$ cat src/rtl/adcrd_pkg.sv
package adcrd_pkg;
  localparam int SAMPLE_W = 18;
  localparam int BUS_W    = 16;
  localparam int LOW_W    = SAMPLE_W - BUS_W;

  typedef enum logic [3:0] {
    ST_IDLE, ST_CONV, ST_WAIT_HI, ST_WAIT_LO, ST_SETUP,
    ST_RD_LO, ST_RD_HI, ST_HOLD, ST_DONE, ST_ABORT
  } seq_state_e;

  function automatic int max_of(int a, int b);
    return (a > b) ? a : b;
  endfunction

  // Merge one bus word into a channel accumulator.
  // First word: upper result bits; second word: low bits from the bus top.
  function automatic logic [SAMPLE_W-1:0] merge_word(
      logic [SAMPLE_W-1:0] acc, logic [BUS_W-1:0] word, logic second);
    if (!second) return {word, acc[LOW_W-1:0]};
    return {acc[SAMPLE_W-1:LOW_W], word[BUS_W-1 -: LOW_W]};
  endfunction
endpackage

$ cat src/rtl/adcrd_seq.sv
module adcrd_seq
  import adcrd_pkg::*;
#(
  parameter int CHANNELS     = 8,
  parameter int CNV_W        = 3,
  parameter int CS_SETUP     = 2,
  parameter int RD_LOW       = 3,
  parameter int RD_HIGH      = 2,
  parameter int CS_HOLD      = 2,
  parameter int BUSY_TIMEOUT = 40000,
  parameter int CYCLE_MIN    = 500,
  parameter int RST_W        = 12,
  localparam int STROBES     = 2 * CHANNELS,
  localparam int SW          = $clog2(STROBES)
) (
  input  logic          clk,
  input  logic          rst_n,
  input  logic          start_i,
  input  logic          busy_i,
  output logic          cnv_o,
  output logic          cs_n_o,
  output logic          rd_n_o,
  output logic          adc_rst_o,
  output logic          ev_start,
  output logic          ev_take,
  output logic [SW-1:0] take_idx,
  output logic          ev_done
);
  localparam int MAXC = max_of(max_of(max_of(CNV_W, CS_SETUP), max_of(RD_LOW, RD_HIGH)),
                               max_of(max_of(CS_HOLD, BUSY_TIMEOUT), RST_W));
  localparam int CW = $clog2(MAXC + 1);
  localparam int GW = $clog2(CYCLE_MIN + 1);
  localparam logic [SW-1:0] LAST_IDX = SW'(STROBES - 1);

  seq_state_e      st;
  logic [CW-1:0]   cnt;
  logic [GW-1:0]   gap;
  logic [SW-1:0]   sidx;
  logic            cnt_zero;

  assign cnt_zero = (cnt == '0);
  assign ev_start = (st == ST_IDLE) && start_i && !busy_i && (gap == '0);
  assign ev_take  = (st == ST_RD_LO) && cnt_zero;
  assign ev_done  = (st == ST_DONE);
  assign take_idx = sidx;

  assign cnv_o     = (st == ST_CONV);
  assign rd_n_o    = (st != ST_RD_LO);
  assign cs_n_o    = !((st == ST_SETUP) || (st == ST_RD_LO) ||
                       (st == ST_RD_HI) || (st == ST_HOLD));
  assign adc_rst_o = (st == ST_ABORT);

  always_ff @(posedge clk or negedge rst_n) begin
    if (!rst_n) begin
      st   <= ST_IDLE;
      cnt  <= '0;
      gap  <= '0;
      sidx <= '0;
    end else begin
      if (gap != '0) gap <= gap - GW'(1);
      unique case (st)
        ST_IDLE: if (ev_start) begin
          st  <= ST_CONV;
          cnt <= CW'(CNV_W - 1);
          gap <= GW'(CYCLE_MIN - 1);
        end
        ST_CONV: if (cnt_zero) begin
          st  <= ST_WAIT_HI;
          cnt <= CW'(BUSY_TIMEOUT - 1);
        end else cnt <= cnt - CW'(1);
        ST_WAIT_HI: if (busy_i) begin
          st  <= ST_WAIT_LO;
          cnt <= CW'(BUSY_TIMEOUT - 1);
        end else if (cnt_zero) begin
          st  <= ST_ABORT;
          cnt <= CW'(RST_W - 1);
        end else cnt <= cnt - CW'(1);
        ST_WAIT_LO: if (!busy_i) begin
          st  <= ST_SETUP;
          cnt <= CW'(CS_SETUP - 1);
        end else if (cnt_zero) begin
          st  <= ST_ABORT;
          cnt <= CW'(RST_W - 1);
        end else cnt <= cnt - CW'(1);
        ST_SETUP: if (cnt_zero) begin
          st   <= ST_RD_LO;
          cnt  <= CW'(RD_LOW - 1);
          sidx <= '0;
        end else cnt <= cnt - CW'(1);
        ST_RD_LO: if (cnt_zero) begin
          st  <= ST_RD_HI;
          cnt <= CW'(RD_HIGH - 1);
        end else cnt <= cnt - CW'(1);
        ST_RD_HI: if (cnt_zero) begin
          if (sidx == LAST_IDX) begin
            st  <= ST_HOLD;
            cnt <= CW'(CS_HOLD - 1);
          end else begin
            st   <= ST_RD_LO;
            cnt  <= CW'(RD_LOW - 1);
            sidx <= sidx + SW'(1);
          end
        end else cnt <= cnt - CW'(1);
        ST_HOLD: if (cnt_zero) st <= ST_DONE;
          else cnt <= cnt - CW'(1);
        ST_DONE: st <= ST_IDLE;
        ST_ABORT: if (cnt_zero) st <= ST_IDLE;
          else cnt <= cnt - CW'(1);
        default: st <= ST_IDLE;
      endcase
    end
  end
endmodule

$ cat src/rtl/adcrd_assemble.sv
module adcrd_assemble
  import adcrd_pkg::*;
#(
  parameter int CHANNELS = 8,
  localparam int SW      = $clog2(2 * CHANNELS),
  localparam int OUT_W   = CHANNELS * SAMPLE_W
) (
  input  logic             clk,
  input  logic             rst_n,
  input  logic             ev_start,
  input  logic             ev_take,
  input  logic [SW-1:0]    take_idx,
  input  logic             ev_done,
  input  logic [BUS_W-1:0] db_i,
  input  logic             frst_i,
  output logic [OUT_W-1:0] data_o,
  output logic             valid_o,
  output logic             align_err_o,
  output logic             ev_misalign
);
  logic [OUT_W-1:0] work_flat;
  logic             err_acc;

  // Flag must be high exactly on the first word of channel 0.
  assign ev_misalign = ev_take && !take_idx[0] &&
                       (frst_i != (take_idx[SW-1:1] == '0));

  for (genvar ch = 0; ch < CHANNELS; ch++) begin : g_chan
    logic [SAMPLE_W-1:0] acc;
    always_ff @(posedge clk or negedge rst_n) begin
      if (!rst_n) acc <= '0;
      else if (ev_take && (take_idx[SW-1:1] == (SW-1)'(ch)))
        acc <= merge_word(acc, db_i, take_idx[0]);
    end
    assign work_flat[ch*SAMPLE_W +: SAMPLE_W] = acc;
  end

  always_ff @(posedge clk or negedge rst_n) begin
    if (!rst_n) begin
      err_acc     <= 1'b0;
      data_o      <= '0;
      valid_o     <= 1'b0;
      align_err_o <= 1'b0;
    end else begin
      valid_o <= ev_done;
      if (ev_start) err_acc <= 1'b0;
      else if (ev_misalign) err_acc <= 1'b1;
      if (ev_done) begin
        data_o      <= work_flat;
        align_err_o <= err_acc;
      end
    end
  end
endmodule

$ cat src/rtl/adcrd_ctrl.sv
module adcrd_ctrl
  import adcrd_pkg::*;
#(
  parameter int CHANNELS     = 8,
  parameter int CNV_W        = 3,
  parameter int CS_SETUP     = 2,
  parameter int RD_LOW       = 3,
  parameter int RD_HIGH      = 2,
  parameter int CS_HOLD      = 2,
  parameter int BUSY_TIMEOUT = 40000,
  parameter int CYCLE_MIN    = 500,
  parameter int RST_W        = 12
) (
  input  logic                           clk,
  input  logic                           rst_n,
  input  logic                           start_i,
  input  logic                           busy_i,
  input  logic [BUS_W-1:0]               db_i,
  input  logic                           frst_i,
  output logic                           cnv_o,
  output logic                           cs_n_o,
  output logic                           rd_n_o,
  output logic                           adc_rst_o,
  output logic [CHANNELS*SAMPLE_W-1:0]   data_o,
  output logic                           valid_o,
  output logic                           align_err_o
);
  localparam int SW = $clog2(2 * CHANNELS);

  logic          ev_start;
  logic          ev_take;
  logic [SW-1:0] take_idx;
  logic          ev_done;
  logic          ev_misalign;

  adcrd_seq #(
    .CHANNELS(CHANNELS), .CNV_W(CNV_W), .CS_SETUP(CS_SETUP),
    .RD_LOW(RD_LOW), .RD_HIGH(RD_HIGH), .CS_HOLD(CS_HOLD),
    .BUSY_TIMEOUT(BUSY_TIMEOUT), .CYCLE_MIN(CYCLE_MIN), .RST_W(RST_W)
  ) u_seq (
    .clk(clk), .rst_n(rst_n), .start_i(start_i), .busy_i(busy_i),
    .cnv_o(cnv_o), .cs_n_o(cs_n_o), .rd_n_o(rd_n_o), .adc_rst_o(adc_rst_o),
    .ev_start(ev_start), .ev_take(ev_take), .take_idx(take_idx), .ev_done(ev_done)
  );

  adcrd_assemble #(.CHANNELS(CHANNELS)) u_asm (
    .clk(clk), .rst_n(rst_n), .ev_start(ev_start), .ev_take(ev_take),
    .take_idx(take_idx), .ev_done(ev_done), .db_i(db_i), .frst_i(frst_i),
    .data_o(data_o), .valid_o(valid_o), .align_err_o(align_err_o),
    .ev_misalign(ev_misalign)
  );
endmodule

$ cat config.mk
export PLATFORM = sky130hd
export DESIGN_NAME = adcrd_ctrl
export DESIGN_NICKNAME = d
export VERILOG_FILES = /design/src/rtl/adcrd_pkg.sv /design/src/rtl/adcrd_seq.sv /design/src/rtl/adcrd_assemble.sv /design/src/rtl/adcrd_ctrl.sv
export SDC_FILE = /design/constraint.sdc
export NUM_CORES = 1
export LEC_CHECK = 0
export BUFFER_PORTS_ARGS = -buffer_cell sky130_fd_sc_hd__buf_2
export CAP_MARGIN = 40
export CORE_MARGIN = 2
export CORE_UTILIZATION = 52
export CTS_CLUSTER_DIAMETER = 100
export DETAILED_ROUTE_END_ITERATION = 6
export PLACE_DENSITY = 0.76
export SYNTH_ARGS = -nofsm -noshare
export SYNTH_HDL_FRONTEND = slang
export SYNTH_SLANG_ARGS = --single-unit
$ cat constraint.sdc
create_clock -name clk -period 2.5 [get_ports clk]
set_clock_uncertainty 0.15 [all_clocks]
set_input_delay 0.5 -clock clk [delete_from_list [all_inputs] [get_ports clk]]
set_output_delay 0.5 -clock clk [all_outputs]
set_load 0.03 [all_outputs]
==> results.toml <==
[critical_path]
criticalPathCategory = "flip-flop to flip-flop"
crit_chain = "inv_2, ha_4, nor4b_4, nand4_1, or4_4, buf_6, nor3_4, buf_12, clkbuf_16, mux2_2"
timing.rr.start = "u_seq.cnt[0]"
r2r_cells = 10
r2r_slack_ns = -0.18
critPathArrivalTime_ns = 2.93
cp-end-kind = "flip-flop"
crit_buf_inv = 4
cp-start-kind = "flip-flop"
r2r_end = "u_asm.g_chan[0].acc[15]"
cp.required_ns = 2.75
slowest_stage = "or4_4"
critPathMaxStageDelay_ns = 0.47
path_max_fanout = 5
cpLargestDelayFamily = "simple AND/OR/NAND/NOR gates"

[route]
firstDrtPassIters = 4
drcViolationCount = 0
ant_nets = 0
totalWireLength_mm = 30.8
wire_per_inst_um = 20.2
avgViaCountPerCell = 5.59
vias = 8526
drt_iter0_drc = 725

[die]
io_pins = 171
die_h_um = 164
die_area_um2 = 26800
rows = 58
core-area_um2 = 25100
die_w_um = 164
start_util_pct = 52.9

[timing]
maxSlewHeadroom_pct = 68.3
setup_violations = 128
setup_tns_ns = -12.18
hold_ws_ns = 0.222
finalWorstSetupSlack_ns = -0.183
slew_violations = 0
rsz0062_at_grt = "yes"
worst_pin_slew_ns = 0.476
fmax_mhz = 373
fin_crit_sh_pct = 107
fin_crit_ns = 2.68
hold_violations = 0

[cells_and_area]
final_layout_size_suffix_gt1_share_pct = 52.9
diodes = 0
seq_area_um2 = 8110
area_growth_pct = 26.8
multi_input_area_um2 = 5380
nets = 1195
final_cell_mix = "dfrtp_1 (324), mux2_2 (183), buf_2 (167)"
fillers = 1817
mostFrequentLayoutCell = "dfrtp_1"

[power_and_ir_drop]
power_mw = 10.5
p_per_area_nw_per_um2 = 621
peakVddDrop_v = 0.000596
leakagePower_nw = 8.59

[min_path]
hold_path_depth = 2
hp-start = "db_i[4]"
hold_class = "primary input to flip-flop"
holdPathEnd = "u_asm.g_chan[6].acc[6]"

[logic_synthesis]
synth_compound_area_share_pct = 5.00
synthXorXnorAreaFrac_pct = 0.132
syn_area_per_cell_um2 = 14.2
synth_top_family_by_area = "multiplexers"
muxShareOfSynthArea_pct = 25.0
yosys_warnings = 0
synth_seq_cells = 324
ys_seq_area_share_pct = 61.1
async_reset_ff_share_pct = 100
dominantRegCellSynth = "dfrtp_1"
synth_cell_types = 60
synth-adder-area-share_pct = 0.377
yosys.area_share.simple_pct = 6.18
syn_inst = 932
syn_nets = 957
synth_edf_count = 0
syn-cell-area_um2 = 13300

[clock_tree]
cts_buffer_depth = 3
cts.sinks = 324
cts_buffers = 34
clock_latency_ns = 0.52
htree_levels = 2
cts_tree = "done"
clkSlewWorstSetupHoldPaths_ns = 0.06
cts.root.buffer_cell = "clkbuf_16"

[placement]
pre_cts_ws_ns = -0.170
gp_congestion = 0.908
hpwlAfterDp_mm = 19.7
numPortBuffers = 170

[outcome]
violations = "negative setup slack"
status = "finished, violations left"

[global_routing]
grt-ovfl-total = 0
antenna_found_initial = 0
grt_pass1_wl_mm = 49.2
grtUsageTotal_pct = 23.4
grt_pass1_vias = 8789
grt_max_degree = 73

[job]
max-cap-violations = 0
cells in the mapped netlist (4+ instances only):
library cell / instances / area [µm²]
mux2_4: 10 / 150
o22ai_1: 12 / 75.1
nor4_1: 6 / 37.5
clkbuf_1: 36 / 135
ha_1: 4 / 50.1
nor2_1: 26 / 97.6
a31oi_1: 8 / 50.1
nor3_1: 17 / 85.1
mux2_2: 280 / 3150
nand3_1: 9 / 45.0
inv_1: 17 / 63.8
dfrtp_1: 324 / 8110
nand2_1: 28 / 105
or3_1: 9 / 56.3
nand4_1: 4 / 25.0
o21ai_0: 24 / 120
o211ai_1: 4 / 30.0
a21o_1: 4 / 30.0
a211oi_1: 4 / 30.0
a21oi_1: 23 / 115
or4_1: 4 / 30.0
nor2b_1: 4 / 25.0
nand2b_1: 9 / 56.3
buf_4: 7 / 52.6
per-stage QoR:
step                instances  util [%]  instance area [µm²]
finish                   1524      67.0                16800
global route             1524      67.0                16800
detailed placement       1457      60.2                15100
global placement         1457      60.2                15100
floorplan                 932         -                13300
CTS                      1524      66.5                16700
area by class of cell:
cell class | count | area share (%)
Inverter | 18 | 0.424
Clock inverter | 10 | 0.870
Timing Repair Buffer | 249 | 10.4
Sequential cell | 324 | 48.2
Multi-Input combinational cell | 543 | 32.0
Clock buffer | 50 | 5.71
Tap cell | 330 | 2.45
kinds of logic (layout without fill, tap and decap cells):
group,Yosys count,in the layout
multiplexers,292,292
XOR/XNOR,2,2
adder cells (fa/ha/maj),4,4
flip-flops,324,324
AO/OA/AOI/OAI,104,104
buffers and inverters,65,327
AND/OR/NAND/NOR,141,141
repair_timing:
action                                  4_1_cts  5_1_grt
buffers inserted                              5        3
cloned                                        1        1
pin swaps                                    10       12
hold buffers                                  1        0
endpoints found under the setup margin      141      147
endpoints found under the hold margin        44        0
resized for setup                           107       37
power by group:
part | internal (mW) | leakage (nW) | switching (mW) | total [mW]
combinational | 0.0400 | 3.60 | 0.163 | 0.203
clock | 2.99 | 0.538 | 2.00 | 5.00
sequential | 5.25 | 4.45 | 0.00504 | 5.26
total | 8.28 | 8.59 | 2.17 | 10.5
sequential cells by signal, indices dropped and copies added, names as in the netlist:
name / cells
u_asm.g_chan.acc: 144
u_seq.take_idx: 4
u_seq.cnt: 16
u_seq.gap: 9
u_asm.data_o: 144
u_seq.st: 4
u_asm.err_acc: 1
u_asm.align_err_o: 1
u_asm.valid_o: 1
worst max-delay path by stage:
stage,start,end,cells past startpoint
final,u_seq.cnt[0],u_asm.g_chan[0].acc[15],10
after floorplan,u_seq.cnt[0],u_asm.g_chan[1].acc[10],10
after global routing,u_seq.cnt[0],u_asm.g_chan[0].acc[15],10
after global placement,u_seq.cnt[1],u_asm.g_chan[0].acc[5],9
after CTS,u_seq.cnt[0],u_asm.g_chan[0].acc[12],9
after detailed placement,u_seq.cnt[1],u_asm.g_chan[0].acc[5],9
layer usage:
metal	track usage [%]	routed length [µm]	vias up
met4	7.02	714	0
li1	-	-	3851
met2	37.9	14800	219
met1	32.9	13800	4406
met3	3.59	1450	50
met5	0	0	-
Power figures use the tool's default switching activity.
